[src/rtl/halt_pkg.sv]
package halt_pkg;
  typedef enum logic [1:0] {
    ST_RUN  = 2'd0,
    ST_HALT = 2'd1,
    ST_STAB = 2'd2
  } pwr_state_e;

  typedef enum logic {
    SRC_IRQ = 1'b0,
    SRC_RST = 1'b1
  } wake_src_e;
endpackage

[src/rtl/hw_div3.sv]
module hw_div3 #(
  parameter int DIV = 3
) (
  input  logic clk_i,
  input  logic rst_ni,
  input  logic en_i,
  output logic tick_o
);
  localparam int W = $clog2(DIV);
  localparam logic [W-1:0] LAST = W'(DIV - 1);

  logic [W-1:0] cnt_q;

  // held at zero while the oscillator is off
  always_ff @(posedge clk_i or negedge rst_ni) begin
    if (!rst_ni)          cnt_q <= '0;
    else if (!en_i)       cnt_q <= '0;
    else if (cnt_q == LAST) cnt_q <= '0;
    else                  cnt_q <= cnt_q + 1'b1;
  end

  assign tick_o = en_i && (cnt_q == LAST);
endmodule

[src/rtl/hw_stab_cnt.sv]
module hw_stab_cnt #(
  parameter int CYCLES = 4096
) (
  input  logic clk_i,
  input  logic rst_ni,
  input  logic run_i,
  input  logic tick_i,
  output logic done_o
);
  localparam int W = $clog2(CYCLES);
  localparam logic [W-1:0] LAST = W'(CYCLES - 1);

  logic [W-1:0] cnt_q;

  assign done_o = run_i && tick_i && (cnt_q == LAST);

  always_ff @(posedge clk_i or negedge rst_ni) begin
    if (!rst_ni)     cnt_q <= '0;
    else if (!run_i) cnt_q <= '0;
    else if (tick_i) cnt_q <= done_o ? '0 : cnt_q + 1'b1;
  end
endmodule

[src/rtl/hw_halt_fsm.sv]
module hw_halt_fsm
  import halt_pkg::*;
(
  input  logic       clk_i,
  input  logic       rst_ni,
  input  logic       halt_i,
  input  logic       wake_irq_i,
  input  logic       wake_rst_i,
  input  logic       irq_ret_i,
  input  logic       stab_done_i,
  output pwr_state_e state_o,
  output logic       imask_o,
  output logic       svc_irq_o,
  output logic       fetch_rst_o
);
  pwr_state_e state_q, state_d;
  wake_src_e  src_q, src_d;
  logic       imask_q, imask_d;
  logic       svc_d, fetch_d;

  always_comb begin
    state_d = state_q;
    src_d   = src_q;
    imask_d = imask_q;
    svc_d   = 1'b0;
    fetch_d = 1'b0;
    unique case (state_q)
      ST_RUN: begin
        if (wake_rst_i) begin
          fetch_d = 1'b1;
          imask_d = 1'b1;
        end else if (halt_i) begin
          state_d = ST_HALT;
          imask_d = 1'b0;
        end else if (irq_ret_i) begin
          imask_d = 1'b0;
        end
      end
      ST_HALT: begin
        if (wake_rst_i) begin
          state_d = ST_STAB;
          src_d   = SRC_RST;
        end else if (wake_irq_i) begin
          state_d = ST_STAB;
          src_d   = SRC_IRQ;
        end
      end
      ST_STAB: begin
        // reset overrides a pending interrupt wake, delay keeps running
        if (wake_rst_i) src_d = SRC_RST;
        if (stab_done_i) begin
          state_d = ST_RUN;
          imask_d = 1'b1;
          svc_d   = (src_d == SRC_IRQ);
          fetch_d = (src_d == SRC_RST);
        end
      end
      default: state_d = ST_RUN;
    endcase
  end

  always_ff @(posedge clk_i or negedge rst_ni) begin
    if (!rst_ni) begin
      state_q     <= ST_RUN;
      src_q       <= SRC_IRQ;
      imask_q     <= 1'b1;
      svc_irq_o   <= 1'b0;
      fetch_rst_o <= 1'b0;
    end else begin
      state_q     <= state_d;
      src_q       <= src_d;
      imask_q     <= imask_d;
      svc_irq_o   <= svc_d;
      fetch_rst_o <= fetch_d;
    end
  end

  assign state_o = state_q;
  assign imask_o = imask_q;
endmodule

[src/rtl/halt_wake_ctrl.sv]
module halt_wake_ctrl
  import halt_pkg::*;
#(
  parameter int N_IRQ      = 4,
  parameter int CLK_DIV    = 3,
  parameter int STAB_CYCLES = 4096
) (
  input  logic             clk_i,
  input  logic             rst_ni,
  input  logic             halt_i,
  input  logic [N_IRQ-1:0] ext_irq_i,
  input  logic             usb_resume_i,
  input  logic             ext_rst_i,
  input  logic             irq_ret_i,
  output logic             osc_en_o,
  output logic             periph_clk_en_o,
  output logic             cpu_clk_en_o,
  output logic             cpu_tick_o,
  output logic             imask_o,
  output logic             svc_irq_o,
  output logic             fetch_rst_o
);
  pwr_state_e state;
  logic       wake_irq, div_tick, stab_done, running;

  assign wake_irq = (|ext_irq_i) | usb_resume_i;
  assign running  = (state == ST_RUN);

  hw_div3 #(.DIV(CLK_DIV)) i_div (
    .clk_i  (clk_i),
    .rst_ni (rst_ni),
    .en_i   (osc_en_o),
    .tick_o (div_tick)
  );

  hw_stab_cnt #(.CYCLES(STAB_CYCLES)) i_stab (
    .clk_i  (clk_i),
    .rst_ni (rst_ni),
    .run_i  (state == ST_STAB),
    .tick_i (div_tick),
    .done_o (stab_done)
  );

  hw_halt_fsm i_fsm (
    .clk_i       (clk_i),
    .rst_ni      (rst_ni),
    .halt_i      (halt_i),
    .wake_irq_i  (wake_irq),
    .wake_rst_i  (ext_rst_i),
    .irq_ret_i   (irq_ret_i),
    .stab_done_i (stab_done),
    .state_o     (state),
    .imask_o     (imask_o),
    .svc_irq_o   (svc_irq_o),
    .fetch_rst_o (fetch_rst_o)
  );

  assign osc_en_o        = (state != ST_HALT);
  assign cpu_clk_en_o    = running;
  assign periph_clk_en_o = running;
  assign cpu_tick_o      = div_tick && running;
endmodule

[config.mk]
export PLATFORM = sky130hd
export DESIGN_NAME = halt_wake_ctrl
export DESIGN_NICKNAME = d
export VERILOG_FILES = /design/src/rtl/halt_pkg.sv /design/src/rtl/hw_div3.sv /design/src/rtl/hw_stab_cnt.sv /design/src/rtl/hw_halt_fsm.sv /design/src/rtl/halt_wake_ctrl.sv
export SDC_FILE = /design/constraint.sdc
export NUM_CORES = 1
export LEC_CHECK = 0
export BUFFER_PORTS_ARGS = -buffer_cell sky130_fd_sc_hd__buf_2
export CORE_AREA = 2 2 56 58
export DETAILED_ROUTE_END_ITERATION = 8
export DIE_AREA = 0 0 58 60
export GPL_ROUTABILITY_DRIVEN = 0
export PLACE_DENSITY = 0.7
export SETUP_SLACK_MARGIN = 0.2
export SLEW_MARGIN = 25
export SYNTH_ARGS = -nofsm -noshare
export SYNTH_HDL_FRONTEND = slang
export SYNTH_SLANG_ARGS = --single-unit
[constraint.sdc]
create_clock -name clk_i -period 5.35 [get_ports clk_i]
set_input_delay 0.535 -clock clk_i [delete_from_list [all_inputs] [get_ports clk_i]]
set_output_delay 0.535 -clock clk_i [all_outputs]
set_load 0.01 [all_outputs]
## Word-level counts from Yosys, hierarchy flattened

Cells that the tools add are included.

- Bits in registers: 20
- Latch bits: 0
- RAM bits: 0
- ROM bits: 0
- Bits of input ports: 10
- Logic and storage cells: 59
- Memories kept: 0

- $add $sub $neg: 2
- Multiply operators: 0
- Div/mod/pow operators: 0
- $lt $le $gt $ge: 0
- Eq/ne operators: 11
- Shifts and indexed selects: 0
- Multiplexer cells: 26
- Bitwise operators: 2
- Reductions and logical operators: 11

Operators by type and width:

| operator | count |
|---|---|
| 12-bit 2-to-1 mux | 3 |
| 2-bit 2-to-1 mux | 7 |
| 12-bit by 1-bit adder with 12-bit output (second input constant) | 1 |
| 12-bit == test (second input constant) | 1 |
| 1-bit 2-to-1 mux | 12 |
| 2-bit != test (second input constant) | 4 |
| 1-bit one-hot mux with 2 select lines | 3 |
| 2-bit one-hot mux with 3 select lines | 1 |
| 2-bit == test (second input constant) | 2 |
| 1-bit logical AND | 4 |
| 4-bit != test (second input constant) | 1 |
| 4-bit AND reduction | 1 |
| 2-bit nonzero test | 2 |
| 4-bit OR reduction | 1 |
| 3-bit by 2-bit != test with 1-bit output (second input constant) | 1 |
| 3-bit AND reduction | 1 |
| 2-bit by 1-bit adder with 2-bit output (second input constant) | 1 |
| 2-bit by 1-bit == test with 1-bit output (second input constant) | 1 |
| 2-bit zero test | 1 |
| 2-bit by 1-bit != test with 1-bit output (second input constant) | 1 |
| 2-bit AND reduction | 1 |
| 1-bit NOT | 1 |
| 1-bit bitwise OR | 1 |

## Longest topological paths before layout

- Depth in word-level cells: 7
- Mapped depth: 7

## Cells and area by module

Synthesis repeated with hierarchy kept, for this count alone.

- Cell total of the unflattened synthesis: 109
- Area total of the unflattened synthesis: 1086.0 um^2

By module, submodules not included:

| module | instances | cells each | area an instance (um^2) | seq. area each (um^2) |
|---|---|---|---|---|
| hw_stab_cnt | 1 | 68 | 669.4 | 300.3 |
| hw_halt_fsm | 1 | 28 | 291.5 | 151.4 |
| hw_div3 | 1 | 5 | 80.1 | 50.0 |
| halt_wake_ctrl | 1 | 8 | 45.0 | 0.0 |

## Worst setup path after synthesis

OpenSTA, ideal clock, no wires.

- Path kind: flip-flop to flip-flop
- From: register i_fsm.state_q[1], in the netlist i_fsm.state_o[1]
- To: register i_fsm.state_q[0], in the netlist i_fsm.state_o[0]
- Library setup time: 0.128 ns
- Arrival: 2.259 ns
- Path slack: 2.963 ns
- Stages on the path, launching flop included: 8
- Buffers on the path: 1
- Period minus slack after synthesis: 2.387 ns
- Path through: dfrtp_1 -> inv_1 -> ha_1 -> or3b_4 -> or4_1 -> buf_2 -> a211oi_2 -> mux2_1

- Word-level cells in the longest chain between the ends: 6
- Elaborated cells on any way between the ends: 13
- Those cells by class: eq/ne (7); mux (1); reduce/logical (5)

Ends and longest elaborated chain:

| element | line | RTL |
|---|---|---|
| start, declared | hw_halt_fsm.sv:16 | `pwr_state_e state_q, state_d;` |
| start signal, assigned | hw_halt_fsm.sv:70 | `state_q <= state_d;` |
| 2-bit by 1-bit != test with 1-bit output | halt_wake_ctrl.sv:58 | `assign osc_en_o = (state != ST_HALT);` |
| 1-bit logical AND | hw_div3.sv:22 | `assign tick_o = en_i && (cnt_q == LAST);` |
| 1-bit logical AND (2 in a row) | hw_stab_cnt.sv:15 | `assign done_o = run_i && tick_i && (cnt_q == LAST);` |
| 2-bit != test (no line) | - |  |
| 4-bit AND reduction (no line) | - |  |

Several ways; a longest one is shown, not always the timed one.
A chain may end at the register's enable or synchronous reset.

## Worst setup path after layout

Ends and elaborated chain as after synthesis.

==> reports/qor.yml <==
yosys_warnings: 0
syn_inst: 116
grt_pass1_vias: 900
num_rows: 20
final_cell_area_sq_um: 1240
swShare_pct: 37.1
crit_path_start_kind: "flip-flop"
critPathKind: "reg -> reg"
slew_viol_final: 0
placed_area_sq_um: 1210
insertion_delay_ns: 0.29
status: "complete, no violations"
core_area_sq_um: 2900
p_int_w: 0.000298
cts_htree_levels: 1
finalHoldViolCount: 0
cp-end-kind: "flip-flop"
postRouteAntennaNets: 0
portBuffers: 16
async_reset_ff_share_pct: 100
powerDensity_nw_per_um2: 380
clk_pin_slew_worst_paths_ns: 0.11
grtUsageTotal_pct: 14.3
post_cts_buffers: 0
initial_core_util_pct: 38.1
maxCapViolations: 0
rr_startpoint: "i_fsm.state_o[1]$_DFFE_PN0P_"
via_per_inst: 5.58
ys.flop_type: "dfrtp_1"
syn_to_final_growth_pct: 12.4
drive_gt1_share_pct: 17.4
min_period_ns: 2.68
post-route-period-util_pct: 50.2
r2r_cells: 6
switchingPower_w: 0.000175
rsz0062_at_grt: "no"
fin_ws_ns: 2.67
leakagePower_nw: 0.516
die-area_sq_um: 3480
diodes: 0
die_h_um: 60
pre_cts_ws_ns: 2.68
clk_path_buf_depth: 2
cts_resized: 0
synth-edff-count: 0
wire_per_inst_um: 12.9
grt_max_degree: 21
place_hpwl_um: 1640
cts-root-buf: "clkbuf_4"
pin_count: 17
worstSetupStartpoint: "i_fsm.state_o[1]$_DFFE_PN0P_"
nNetsFinal: 149
reg2reg_slack_ns: 2.67
cts-buffers-inserted: 3
pwr-share-clk_pct: 18.1
max-slew-margin-rel_pct: 61.1
routed_wl_um: 2130
hp-class: "in -> async"
ys_seq_area_share_pct: 45.3
antenna_found_initial: 0
critPathArrivalTime_ns: 2.87
power_frac_seq_pct: 42.3
power.total_w: 0.000473
setup_viol: 0
vdd_drop_max_uv: 355
first_pass_iters: 5
clock_skew_ns: 0.00229
grt_first_pass_wirelength_um: 3760
clkSinkCount: 20
crit_required_ns: 5.54
r2r-end: "i_fsm.state_o[0]$_DFFE_PN0P_"
ys_seq_elements: 20
timing.fmax_mhz: 373
synthesis.nets: 132
grt.overflow.total: 0
fin_setup_tns_ns: 0
syn_area_sq_um: 1110
hold_buffers: 0
p_comb_share_pct: 39.6
avgSynthCellArea_sq_um: 9.55
die_x_um: 58
ys_types: 33
worstPathMaxFanout: 14
drcViolationCount: 0
cts_tree: "built"
worst_slew_pin_slew_ns: 0.569
route.vias.total: 920
drt_iter0_markers: 22
fin_util_pct: 42.9
power by group through the flow:
stage | sequential [W] | combinational, W | clock, W
final | 0.000200 | 0.000187 | 0.0000857
after global routing | 0.000205 | 0.000211 | 0.0000958
after CTS | 0.000200 | 0.000190 | 0.0000892
after detailed placement | 0.000203 | 0.000188 | 0
after global placement | 0.000202 | 0.000184 | 0
after floorplan | 0.000202 | 0.000139 | 0
final cells by class:
cell class | instances | area [sq um]
sequential | 20 | 502
clock buffer | 4 | 36.3
tap | 33 | 41.3
fill | 268 | 1660
multi-input combinational | 83 | 552
inverter | 9 | 33.8
timing repair buffer | 16 | 80.1
worst max path at each step:
stage                                   endpoint  slack [ns]  cells past startpoint
floorplan           i_fsm.state_o[0]$_DFFE_PN0P_        2.96                      7
CTS                 i_fsm.state_o[0]$_DFFE_PN0P_        2.65                      6
finish              i_fsm.state_o[0]$_DFFE_PN0P_        2.67                      6
global route        i_fsm.state_o[0]$_DFFE_PN0P_        2.55                      6
global placement    i_fsm.state_o[1]$_DFFE_PN0P_        2.80                      6
detailed placement  i_fsm.state_o[0]$_DFFE_PN0P_        2.68                      6
stage by stage:
step	hold WS [ns]	cells
6_report	0.163	165
3_3_place_gp	0.489	161
5_1_grt	0.177	165
2_1_floorplan	0.239	116
4_1_cts	0.165	165
3_5_place_dp	0.491	161
cells by family (layout without fill, tap and decap cells):
logic type | Yosys count | count (layout) | synth area share, %
multiplexers | 2 | 2 | 2.03
AND/OR/NAND/NOR | 46 | 46 | 21.0
AO/OA/AOI/OAI | 20 | 20 | 12.9
flip-flops | 20 | 20 | 45.3
adder cells (fa/ha/maj) | 6 | 6 | 6.78
XOR/XNOR | 9 | 9 | 7.12
buffers and inverters | 13 | 29 | 4.86
cells in the final DEF (no fill, tap or decap):
master,count
inv_1,9
mux2_1,2
ha_1,6
or3b_4,1
clkbuf_4,3
dfrtp_1,19
nor2_1,15
a2111oi_0,2
nand3_1,6
clkbuf_8,1
xnor2_1,8
nor4_1,2
dfstp_2,1
and3_1,1
nand4_1,3
a22o_1,1
xor2_1,1
a211oi_2,1
or4_1,3
o22ai_1,1
nand2_1,10
a32oi_1,1
nor4b_1,1
and4_1,1
a21oi_1,6
o2bb2a_1,1
o32ai_1,1
buf_2,16
a211oi_1,3
o21ai_0,2
nor3_1,1
o21a_1,1
nor3b_1,2
registers in the layout, summed over array words and instances, names as in the netlist:
register and flops:
i_fsm.state_o 2, i_fsm.imask_o 1, i_fsm.fetch_rst_o 1, i_div.cnt_q 2, i_stab.cnt_q 12, i_fsm.src_q 1, i_fsm.svc_irq_o 1
worst max-delay path, stage by stage, from the launching register on:
cell	delay (ns)
dfrtp_1	0.39
inv_1	0.10
ha_1	0.28
or3b_4	0.51
or4_1	0.62
a211oi_2	0.33
mux2_1	0.35
cell usage after synthesis, types with 3 or more instances:
master | count | area [sq um]
dfrtp_1 | 19 | 475
nor2_1 | 15 | 56.3
nand2_1 | 10 | 37.5
inv_1 | 9 | 33.8
xnor2_1 | 8 | 70.1
a21oi_1 | 6 | 30.0
ha_1 | 6 | 75.1
nand3_1 | 6 | 30.0
a211oi_1 | 3 | 22.5
nand4_1 | 3 | 18.8
or4_1 | 3 | 22.5
layer usage:
| layer | up-vias | wire length, um | track usage, % |
|---|---|---|---|
| li1 | 441 | - | - |
| met4 | 0 | 38 | 7.64 |
| met2 | 35 | 1040 | 24.8 |
| met1 | 436 | 935 | 17.1 |
| met5 | - | 0 | 0 |
| met3 | 8 | 119 | 2.16 |
Power figures use the tool's default switching activity.
